--- config.mk ---
export PLATFORM = sky130hd
export DESIGN_NAME = fifo_burst_gate
export DESIGN_NICKNAME = d
export VERILOG_FILES = /design/src/rtl/fbg_pkg.sv /design/src/rtl/xfer_span.sv /design/src/rtl/fifo_cfg_judge.sv /design/src/rtl/fifo_burst_gate.sv
export SDC_FILE = /design/constraint.sdc
export NUM_CORES = 1
export LEC_CHECK = 0
export BUFFER_PORTS_ARGS = -buffer_cell sky130_fd_sc_hd__buf_2
export CORE_MARGIN = 4
export CORE_UTILIZATION = 25
export DETAILED_ROUTE_END_ITERATION = 16
export PLACE_DENSITY = 0.56
export RECOVER_POWER = 100
export SLEW_MARGIN = 20
export SYNTH_ARGS = -nofsm -noshare
export SYNTH_HDL_FRONTEND = slang
export SYNTH_HIERARCHICAL = 1
export SYNTH_SLANG_ARGS = --single-unit
--- constraint.sdc ---
create_clock -name clk -period 2.4 [get_ports clk]
set_input_delay 0.24 -clock clk [delete_from_list [all_inputs] [get_ports clk]]
set_output_delay 0.24 -clock clk [all_outputs]
set_load 0.02 [all_outputs]
--- src/rtl/fbg_pkg.sv ---
package fbg_pkg;

    // Threshold fraction codes: the value is the quarter count minus one
    typedef enum logic [1:0] {
        THR_Q1   = 2'd0,
        THR_HALF = 2'd1,
        THR_Q3   = 2'd2,
        THR_FULL = 2'd3
    } thr_code_e;

    // Burst codes: 0 is a single beat, otherwise 2^(code+1) beats
    localparam logic [1:0] BURST_SINGLE = 2'd0;
    localparam logic [1:0] SIZE_RSVD    = 2'd3;

    // Largest shift exponent: burst 3 (16 beats) plus size 2 (4 bytes)
    localparam int MAX_EXP = 6;
    localparam int SPAN_W  = MAX_EXP + 1;

    typedef struct packed {
        logic en_prev;   // request as seen at the last edge
        logic stream_en; // stream running
        logic pend;      // enable accepted last edge, verdict waiting
        logic pend_bad;  // verdict captured at the enable edge
        logic err;       // sticky fault flag
    } gate_state_t;

endpackage

--- src/rtl/xfer_span.sv ---
module xfer_span
    import fbg_pkg::*;
#(
    parameter int FIFO_BYTES = 16
) (
    input  logic [1:0]        burst_code,
    input  logic [1:0]        size_code,
    output logic              is_single,
    output logic              rsvd_size,
    output logic [SPAN_W-1:0] span_bytes,
    output logic              oversize
);
    logic [2:0] exp_w;

    always_comb begin
        exp_w      = 3'(burst_code) + 3'd1 + 3'(size_code);
        span_bytes = SPAN_W'(1) << exp_w;
        is_single  = (burst_code == BURST_SINGLE);
        rsvd_size  = (size_code == SIZE_RSVD);
        oversize   = (32'(span_bytes) > FIFO_BYTES);
    end

endmodule

--- src/rtl/fifo_cfg_judge.sv ---
module fifo_cfg_judge
    import fbg_pkg::*;
#(
    parameter int FIFO_BYTES = 16
) (
    input  logic [1:0] thr_sel,
    input  logic [1:0] mem_burst,
    input  logic [1:0] mem_size,
    input  logic [1:0] per_burst,
    input  logic [1:0] per_size,
    input  logic       fifo_mode,
    output logic       cfg_bad
);
    localparam int QUARTER = FIFO_BYTES / 4;
    localparam int N_PORT  = 2; // 0 = memory side, 1 = peripheral side

    logic [1:0]        burst_a [N_PORT];
    logic [1:0]        size_a  [N_PORT];
    logic              single_a[N_PORT];
    logic              rsvd_a  [N_PORT];
    logic [SPAN_W-1:0] span_a  [N_PORT];
    logic              over_a  [N_PORT];

    assign burst_a[0] = mem_burst;
    assign size_a[0]  = mem_size;
    assign burst_a[1] = per_burst;
    assign size_a[1]  = per_size;

    for (genvar g = 0; g < N_PORT; g++) begin : g_port
        xfer_span #(.FIFO_BYTES(FIFO_BYTES)) u_span (
            .burst_code (burst_a[g]),
            .size_code  (size_a[g]),
            .is_single  (single_a[g]),
            .rsvd_size  (rsvd_a[g]),
            .span_bytes (span_a[g]),
            .oversize   (over_a[g])
        );
    end

    logic [SPAN_W-1:0] thr_bytes;
    logic              misfit;
    logic              mem_fault;
    logic              per_fault;
    logic              per_full;

    always_comb begin
        thr_bytes = SPAN_W'((32'(thr_sel) + 1) * QUARTER);
        // spans are powers of two, so a mask gives the remainder
        misfit    = (thr_bytes & (span_a[0] - SPAN_W'(1))) != '0;
        mem_fault = rsvd_a[0] | (!single_a[0] & (over_a[0] | misfit));
        per_full  = !single_a[1] & (32'(span_a[1]) == FIFO_BYTES);
        per_fault = rsvd_a[1] | (!single_a[1] & over_a[1])
                  | (per_full & (thr_sel == THR_Q3));
        cfg_bad   = fifo_mode & (mem_fault | per_fault);
    end

endmodule

--- src/rtl/fifo_burst_gate.sv ---
module fifo_burst_gate
    import fbg_pkg::*;
#(
    parameter int FIFO_BYTES = 16
) (
    input  logic       clk,
    input  logic       rst_n,
    input  logic [1:0] thr_sel,
    input  logic [1:0] mem_burst,
    input  logic [1:0] mem_size,
    input  logic [1:0] per_burst,
    input  logic [1:0] per_size,
    input  logic       fifo_mode,
    input  logic       stream_en_req,
    input  logic       fifo_err_clr,
    output logic       stream_en_o,
    output logic       fifo_err_o
);
    logic        cfg_bad;
    logic        en_rise;
    gate_state_t st_d, st_q;

    fifo_cfg_judge #(.FIFO_BYTES(FIFO_BYTES)) u_judge (
        .thr_sel   (thr_sel),
        .mem_burst (mem_burst),
        .mem_size  (mem_size),
        .per_burst (per_burst),
        .per_size  (per_size),
        .fifo_mode (fifo_mode),
        .cfg_bad   (cfg_bad)
    );

    always_comb begin
        st_d         = st_q;
        en_rise      = stream_en_req & !st_q.en_prev;
        st_d.en_prev = stream_en_req;
        st_d.pend    = 1'b0;

        // setting the flag outranks a software clear
        if (st_q.pend && st_q.pend_bad) begin
            st_d.stream_en = 1'b0;
            st_d.err       = 1'b1;
        end else if (fifo_err_clr) begin
            st_d.err = 1'b0;
        end

        if (!stream_en_req) begin
            st_d.stream_en = 1'b0;
        end else if (en_rise && !st_q.err) begin
            st_d.stream_en = 1'b1;
            st_d.pend      = 1'b1;
            st_d.pend_bad  = cfg_bad;
        end
    end

    always_ff @(posedge clk) begin
        if (!rst_n) begin
            st_q <= '0;
        end else begin
            st_q <= st_d;
        end
    end

    assign stream_en_o = st_q.stream_en;
    assign fifo_err_o  = st_q.err;


    fault_drop_chk: assert property (@(posedge clk) disable iff (!rst_n)
        $rose(fifo_err_o) |-> !stream_en_o);


    err_sticky_chk: assert property (@(posedge clk) disable iff (!rst_n)
        (fifo_err_o && !fifo_err_clr) |=> fifo_err_o);


    blocked_en_chk: assert property (@(posedge clk) disable iff (!rst_n)
        (fifo_err_o && !stream_en_o) |=> !stream_en_o);


    req_drop_chk: assert property (@(posedge clk) disable iff (!rst_n)
        !stream_en_req |=> !stream_en_o);


    rise_cause_chk: assert property (@(posedge clk) disable iff (!rst_n)
        $rose(stream_en_o) |-> ($past(stream_en_req) && !$past(fifo_err_o)));


    direct_ok_chk: assert property (@(posedge clk) disable iff (!rst_n)
        !fifo_mode |-> !cfg_bad);

endmodule

==> results of run 1 <==
[tightest hold or removal path, stage by stage]
cell and delay, ns:
buf_2 0.08, nand2_1 0.08, inv_1 0.06
[per-stage QoR]
step / setup WS (ns) / std cells / instance area [um^2] / power (mW) / util
2_1_floorplan: 0.162 / 71 / 561 / 0.172 / -
3_3_place_gp: -0.0599 / 114 / 674 / 0.202 / 0.330
3_5_place_dp: -0.0584 / 114 / 674 / 0.203 / 0.330
4_1_cts: 0.177 / 118 / 701 / 0.302 / 0.343
5_1_grt: 0.0684 / 118 / 697 / 0.325 / 0.341
6_report: 0.174 / 118 / 697 / 0.296 / 0.341
[power by group through the flow]
| stage | Sequential, mW | Clock (mW) | Combinational [mW] |
|---|---|---|---|
| final | 0.0909 | 0.0948 | 0.110 |
| after global routing | 0.0916 | 0.106 | 0.128 |
| after CTS | 0.0910 | 0.0989 | 0.112 |
| after detailed placement | 0.0925 | 0 | 0.111 |
| after global placement | 0.0924 | 0 | 0.109 |
| after floorplan | 0.0936 | 0 | 0.0787 |
[final timing paths]
kind	start	to	slack, ns	cells after the start
max	mem_burst[0]	st_q[1]	0.17	12
min	stream_en_req	st_q[4]	0.25	3
max reg2reg	fifo_err_o	st_q[1]	1.62	2
min reg2reg	st_q[1]	st_q[1]	0.48	2
[sequential cells by signal, indices dropped and copies added, names as in the netlist]
register     cells
stream_en_o      1
fifo_err_o       1
st_q             3
[cell type report]
cell class | count | area (um^2) | share of cell area
Clock buffer | 4 | 26.3 | 0.0377
Inverter | 10 | 37.5 | 0.0539
Multi-Input combinational cell | 56 | 423 | 0.607
Sequential cell | 5 | 100 | 0.144
Tap cell | 27 | 33.8 | 0.0485
Timing Repair Buffer | 16 | 76.3 | 0.110
[routing by layer]
| layer | track usage | wire [um] | share of wire |
|---|---|---|---|
| met5 | 0 | 0 | 0 |
| met3 | 0.0210 | 57 | 0.053 |
| met4 | 0.0521 | 13 | 0.012 |
| met2 | 0.117 | 454 | 0.42 |
| met1 | 0.103 | 546 | 0.51 |
==> impl_metrics.json, run 1 <==
{
  "status": "complete, no violations",
  "p_sw_frac": 0.301,
  "vias": 523,
  "crit_chain": "buf_2 > inv_1 > ha_1 > inv_1 > fa_1 > nor3_1 > or3_4 > a22o_1 > a2111oi_1 > o2bb2ai_1 > nand2_1 > mux2i_1",
  "syn_area_um2": 561,
  "start_util": 0.275,
  "grt_overflow": 0,
  "seqPwrFrac": 0.307,
  "grt_usage": 0.0802,
  "num-nets-final": 115,
  "synth_cells": 71,
  "arrival_ns": 2.35,
  "clkPwrFrac": 0.320,
  "end_kind": "flop",
  "clk_pin_slew_ns": 0.04,
  "syn2layout_area_growth_pct": 24.3,
  "antenna_found_initial": 0,
  "hp-class": "primary input to flop",
  "drt_iter0_markers": 11,
  "slew_violations": 0,
  "dp_hpwl_um": 943,
  "cts_buffers": 3,
  "wirelength_mm": 1.07,
  "drc": 0,
  "p_sw_uw": 88.9,
  "path_class": "primary input to flop",
  "worst-path-buf-inv": 3,
  "yosysWarnings": 6,
  "syn_nets": 94,
  "hold_viol_final": 0,
  "pwr-share-comb": 0.372,
  "fin_crit_ns": 2.23,
  "syn_area_per_cell_um2": 7.89,
  "crit_fanout": 4,
  "fillerInstances": 230,
  "fmaxAchievable_mhz": 449,
  "required_ns": 2.52,
  "drive_above_1_share": 0.242,
  "htreeDepth": 1,
  "insertedDiodeCount": 0,
  "wl_per_cell_um": 9.08,
  "grt_pass1_vias": 536,
  "die-width_um": 55.4,
  "clock-sinks": 5,
  "rsz0062_at_grt": "no",
  "leakage_nw": 0.337,
  "crit_top_cell": "inv_1",
  "finalClockSkew_ns": 0.00228,
  "start_kind": "primary input",
  "cts_tree": "yes",
  "cts-resized-gates": 0,
  "grt_max_degree": 8,
  "core_mm2": 0.00204,
  "dr.pass1.iters": 4,
  "die_h_um": 55.4,
  "setup_viol": 0,
  "cts_hold_buf": 0,
  "numPortBuffers": 16,
  "viasPerCell": 4.43,
  "crit_path_max_incr_delay_ns": 0.49,
  "rows": 16,
  "worst_pin_slew_ns": 0.333,
  "globalplace.congestion": 0.663,
  "cap_violations": 0,
  "timing.hold.ws_ns": 0.255,
  "ant_nets": 0,
  "post_cts_buffers": 0,
  "p_int_uw": 207,
  "die-area_mm2": 0.00306,
  "slew_headroom": 0.778,
  "clk_latency_ns": 0.24,
  "grt_pass1_wl_mm": 2.06,
  "critical_path.slowest_cell": "fa_1",
  "finalSetupTns_ns": 0,
  "cellPowerDensity_mw_per_mm2": 424,
  "cts_max_path_buffers": 2,
  "crit_family": "compound AO/OA/AOI/OAI gates",
  "final_common_cell": "buf_2",
  "peakVddDrop_v": 0.000169,
  "layout_common_cells": "buf_2 (13), inv_1 (10), nor2_1 (8)",
  "io_pins": 17,
  "cts-root-buf": "clkbuf_4",
  "finalCritPeriodShare": 0.927
}
(Power assumes the default switching activity.)
==> inputs of run 2 (changes only) <==
--- a/config.mk
+++ b/config.mk
@@ -9,7 +9,7 @@
 export CORE_MARGIN = 4
 export CORE_UTILIZATION = 25
 export DETAILED_ROUTE_END_ITERATION = 16
-export PLACE_DENSITY = 0.56
+export PLACE_DENSITY = 0.55
 export RECOVER_POWER = 100
 export SLEW_MARGIN = 20
 export SYNTH_ARGS = -nofsm -noshare
==> constraint.sdc (replaced) <==
create_clock -name clk -period 2.5 [get_ports clk]
set_input_delay 0.25 -clock clk [delete_from_list [all_inputs] [get_ports clk]]
set_output_delay 0.25 -clock clk [all_outputs]
set_load 0.02 [all_outputs]
==> run 2 against run 1 <==
Effect of this change:
- worst hold slack better by 0.012 ns
- die area unchanged
- count of clock-buffer cells in the layout stayed put
- global-route usage up 0.092 points
- first-iteration DRC count up 9.1%
- register-to-register slack improved by 0.08 ns
- sequential share of layout area did not move
- combinational power is 4% lower
- via count is 0.38% higher
- power down 4.2%
- final area did not move
- flip-flop and latch count did not move
- critical path type unchanged
- largest cell class unchanged
==> impl_metrics.json, run 2 (synthesis gave the netlist of run 1 again) <==
{
  "fin_crit_ns": 2.25,
  "cts-root-buf": "clkbuf_4",
  "fillerInstances": 239,
  "grt_pass1_wl_mm": 2.07,
  "total_power_uw": 283,
  "drc": 0,
  "crit_top_cell": "inv_1",
  "hold_viol_final": 0,
  "grt_overflow": 0,
  "io_pins": 17,
  "cap_violations": 0,
  "path_class": "primary input to flop",
  "finalSetupTns_ns": 0,
  "globalplace.congestion": 0.732,
  "cellPowerDensity_mw_per_mm2": 407,
  "crit_family": "compound AO/OA/AOI/OAI gates",
  "crit_path_max_incr_delay_ns": 0.49,
  "vias": 525,
  "worst_pin_slew_ns": 0.360,
  "final_common_cell": "buf_2",
  "end_kind": "flop",
  "dr.pass1.iters": 4,
  "drive_above_1_share": 0.242,
  "worst-path-buf-inv": 3,
  "numPortBuffers": 16,
  "die-width_um": 55.4,
  "arrival_ns": 2.37,
  "finalClockSkew_ns": 0.00157,
  "cts_hold_buf": 0,
  "dp_hpwl_um": 974,
  "finalCritPeriodShare": 0.899,
  "ant_nets": 0,
  "num-nets-final": 115,
  "slew_headroom": 0.759,
  "syn2layout_area_growth_pct": 24.3,
  "critical_path.slowest_cell": "fa_1",
  "p_int_uw": 198,
  "required_ns": 2.62,
  "wl_per_cell_um": 9.68,
  "clock-sinks": 5,
  "clkPwrFrac": 0.317,
  "insertedDiodeCount": 0,
  "fmaxAchievable_mhz": 445,
  "rows": 16,
  "drt_iter0_markers": 12,
  "cts_tree": "yes",
  "cts_max_path_buffers": 2,
  "timing.hold.ws_ns": 0.267,
  "hp-class": "primary input to flop",
  "start_util": 0.275,
  "die-area_mm2": 0.00306,
  "wirelength_mm": 1.14,
  "clk_latency_ns": 0.24,
  "setup_viol": 0,
  "leakage_nw": 0.337,
  "seqPwrFrac": 0.309,
  "regMostFlops": "st_q",
  "p_sw_frac": 0.300,
  "viasPerCell": 4.45,
  "crit_chain": "buf_2 > inv_1 > ha_1 > inv_1 > fa_1 > nor3_1 > or3_4 > a22o_1 > a2111oi_1 > o2bb2ai_1 > nand2_1 > mux2i_1",
  "clk_pin_slew_ns": 0.04,
  "pwr-share-comb": 0.374,
  "post_cts_buffers": 0,
  "grt_usage": 0.0811,
  "peakVddDrop_v": 0.000221,
  "seq_area_um2": 100,
  "slew_violations": 0,
  "largest_reg_flops": 3,
  "layout_common_cells": "buf_2 (13), inv_1 (10), nor2_1 (8)",
  "rsz0062_at_grt": "no",
  "status": "complete, no violations",
  "htreeDepth": 1,
  "start_kind": "primary input",
  "cts_buffers": 3,
  "antenna_found_initial": 0,
  "grt_max_degree": 8,
  "multiInputGateArea_um2": 423,
  "grt_pass1_vias": 504,
  "core_mm2": 0.00204,
  "p_sw_uw": 84.9,
  "die_h_um": 55.4,
  "crit_fanout": 4,
  "cts-resized-gates": 0
}
==> run 2: cell counts in the layout (fill, tap and decap cells not counted) <==
No cell type changed its count.
==> run 2: final cells by class <==
type                       instances  share of cell area
multi-input combinational         56               0.607
sequential                         5               0.144
timing repair buffer              16               0.110
inverter                          10              0.0539
tap                               27              0.0485
clock buffer                       4              0.0377
==> run 2: final timing paths <==
| kind | startpoint | to | slack [ns] | cells past startpoint |
|---|---|---|---|---|
| setup reg to reg | fifo_err_o | stream_en_o | 1.70 | 2 |
| hold reg to reg | st_q[2] | fifo_err_o | 0.47 | 2 |
| hold / removal | stream_en_req | st_q[4] | 0.27 | 3 |
| setup / recovery | mem_burst[0] | st_q[1] | 0.25 | 12 |
==> run 2: through the flow <==
step                      instance area, um^2  cells   util  setup slack, ns
final                                     697    118  0.341            0.252
after CTS                                 701    118  0.343            0.252
after global routing                      697    118  0.341           0.0302
after floorplan                           561     71      -            0.252
after global placement                    674    114  0.330         -0.00442
after detailed placement                  674    114  0.330          0.00110
==> run 2: layer usage <==
metal  wire, um  vias to the layer above  GRT usage
met5          0                        -          0
met4          0                        0     0.0313
met3         87                        0     0.0303
met2        468                       18      0.106
met1        586                      225      0.117
li1           -                      282          -
==> run 2: power by group through the flow <==
| stage | Sequential, mW | Clock (mW) | Combinational [mW] |
|---|---|---|---|
| 3_3_place_gp | 0.0887 | 0 | 0.105 |
| 3_5_place_dp | 0.0889 | 0 | 0.108 |
| 5_1_grt | 0.0880 | 0.104 | 0.122 |
| 4_1_cts | 0.0876 | 0.0955 | 0.108 |
| 2_1_floorplan | 0.0898 | 0 | 0.0755 |
| 6_report | 0.0876 | 0.0898 | 0.106 |
==> run 2: worst min-delay path: stages <==
cell and delay [ns]:
buf_2 0.08, nand2_1 0.08, inv_1 0.06
==> inputs of run 3 (changes only) <==
--- a/config.mk
+++ b/config.mk
@@ -5,11 +5,11 @@
 export SDC_FILE = /design/constraint.sdc
 export NUM_CORES = 1
 export LEC_CHECK = 0
-export BUFFER_PORTS_ARGS = -buffer_cell sky130_fd_sc_hd__buf_2
+export BUFFER_PORTS_ARGS = -buffer_cell sky130_fd_sc_hd__buf_4
 export CORE_MARGIN = 4
-export CORE_UTILIZATION = 25
+export CORE_UTILIZATION = 30
 export DETAILED_ROUTE_END_ITERATION = 16
-export PLACE_DENSITY = 0.55
+export PLACE_DENSITY = 0.61
 export RECOVER_POWER = 100
 export SLEW_MARGIN = 20
 export SYNTH_ARGS = -nofsm -noshare
==> run 3 against run 2 <==
Effect of this change:
- clock skew about the same
- non-clock buffer count stayed put
- maximum frequency fell by 2.8%
- largest power group unchanged
==> impl_metrics.json, run 3 (synthesis gave the netlist of run 1 again) <==
{
  "status": "complete, no violations",
  "fin_crit_ns": 2.31,
  "insertedDiodeCount": 0,
  "drt_iter0_markers": 5,
  "setup_viol": 0,
  "path_class": "primary input to flop",
  "wl_per_cell_um": 9.76,
  "num-nets-final": 115,
  "start_kind": "primary input",
  "slew_violations": 0,
  "grt_pass1_vias": 463,
  "cellPowerDensity_mw_per_mm2": 403,
  "largest_reg_flops": 3,
  "final_util": 0.416,
  "wirelength_mm": 1.13,
  "grt_usage": 0.0911,
  "htreeDepth": 1,
  "cts_tree": "yes",
  "worst_pin_slew_ns": 0.423,
  "rsz0062_at_grt": "no",
  "cts_max_path_buffers": 2,
  "total_power_uw": 293,
  "crit_top_cell": "inv_1",
  "crit_chain": "buf_4 > inv_1 > ha_1 > inv_1 > fa_1 > nor3_1 > or3_4 > a22o_1 > a2111oi_0 > o2bb2ai_1 > nand2_1 > mux2i_1",
  "rows": 15,
  "cts-root-buf": "clkbuf_4",
  "dp_hpwl_um": 943,
  "finalCritPeriodShare": 0.925,
  "regMostFlops": "st_q",
  "syn2layout_area_growth_pct": 29.5,
  "critical_path.slowest_cell": "fa_1",
  "cap_violations": 0,
  "post_cts_buffers": 0,
  "fillerInstances": 195,
  "numPortBuffers": 16,
  "die-area_mm2": 0.00262,
  "crit_path_max_incr_delay_ns": 0.49,
  "die_h_um": 51.2,
  "ant_nets": 0,
  "clk_pin_slew_ns": 0.04,
  "globalplace.congestion": 0.808,
  "clk_latency_ns": 0.24,
  "vias": 523,
  "hp-class": "primary input to flop",
  "fmaxAchievable_mhz": 432,
  "peakVddDrop_v": 0.000203,
  "grt_pass1_wl_mm": 1.82,
  "clock-sinks": 5,
  "cts_hold_buf": 0,
  "cts_buffers": 3,
  "io_pins": 17,
  "finalClockSkew_ns": 0.00179,
  "final_common_cell": "buf_4",
  "arrival_ns": 2.44,
  "viasPerCell": 4.51,
  "grt_overflow": 0,
  "antenna_found_initial": 0,
  "required_ns": 2.62,
  "slew_headroom": 0.711,
  "dr.pass1.iters": 4,
  "layout_common_cells": "buf_4 (13), inv_1 (10), nor2_1 (8)",
  "drc": 0,
  "end_kind": "flop",
  "cts-resized-gates": 0,
  "die-width_um": 51.2,
  "start_util": 0.321,
  "grt_max_degree": 8,
  "hold_viol_final": 0,
  "drive_above_1_share": 0.242,
  "core_mm2": 0.00175,
  "leakage_nw": 0.349,
  "crit_fanout": 4
}
## run 3: changes by cell type in the layout (fill, tap and decap cells not counted)
cell | previous run | this run
buf_2 | 13 | 0
buf_4 | 0 | 13
a2111oi_0 | 0 | 1
a2111oi_1 | 1 | 0
## run 3: final timing paths
path | startpoint | end | slack (ns) | cells past startpoint
setup / recovery | mem_size[0] | st_q[1] | 0.19 | 12
hold / removal | stream_en_req | st_q[4] | 0.27 | 3
setup reg to reg | fifo_err_o | st_q[1] | 1.70 | 2
hold reg to reg | st_q[2] | fifo_err_o | 0.47 | 2
## run 3: per-layer routing
metal | track usage | routed length, um | vias to the layer above
met5 | 0 | 0 | -
met4 | 0.0262 | 17 | 0
met3 | 0.0379 | 92 | 2
met2 | 0.135 | 470 | 17
met1 | 0.120 | 552 | 225
li1 | - | - | 279
## run 3: cell type report
cell class,count,area [um^2],share of cell area
Timing Repair Buffer,16,109,0.150
Sequential cell,5,100,0.138
Multi-Input combinational cell,56,422,0.581
Inverter,10,37.5,0.0517
Clock buffer,4,26.3,0.0362
Tap cell,25,31.3,0.0431
## run 3: power breakdown
group          leakage (nW)  total, mW  internal (mW)  switching, mW
clock network        0.0150     0.0945         0.0604         0.0341
logic                 0.292      0.111         0.0587         0.0518
registers            0.0412     0.0875         0.0846        0.00292
## run 3: worst max-delay path, delay by kind of cell
family / cells / cell delay (ns)
AO/OA/AOI/OAI: 3 / 0.77
buffers and inverters: 3 / 0.21
multiplexers: 1 / 0.07
AND/OR/NAND/NOR: 3 / 0.51
adder cells (fa/ha/maj): 2 / 0.62
## run 3: through the flow
stage | cell area (um^2) | cells | setup TNS, ns | hold slack [ns] | setup WS, ns
after floorplan | 561 | 71 | 0 | 0.394 | 0.252
after global placement | 712 | 112 | -0.0215 | 0.465 | -0.0215
after detailed placement | 712 | 112 | -0.0181 | 0.473 | -0.0181
after CTS | 738 | 116 | 0 | 0.263 | 0.230
after global routing | 726 | 116 | 0 | 0.276 | 0.0887
final | 726 | 116 | 0 | 0.266 | 0.187
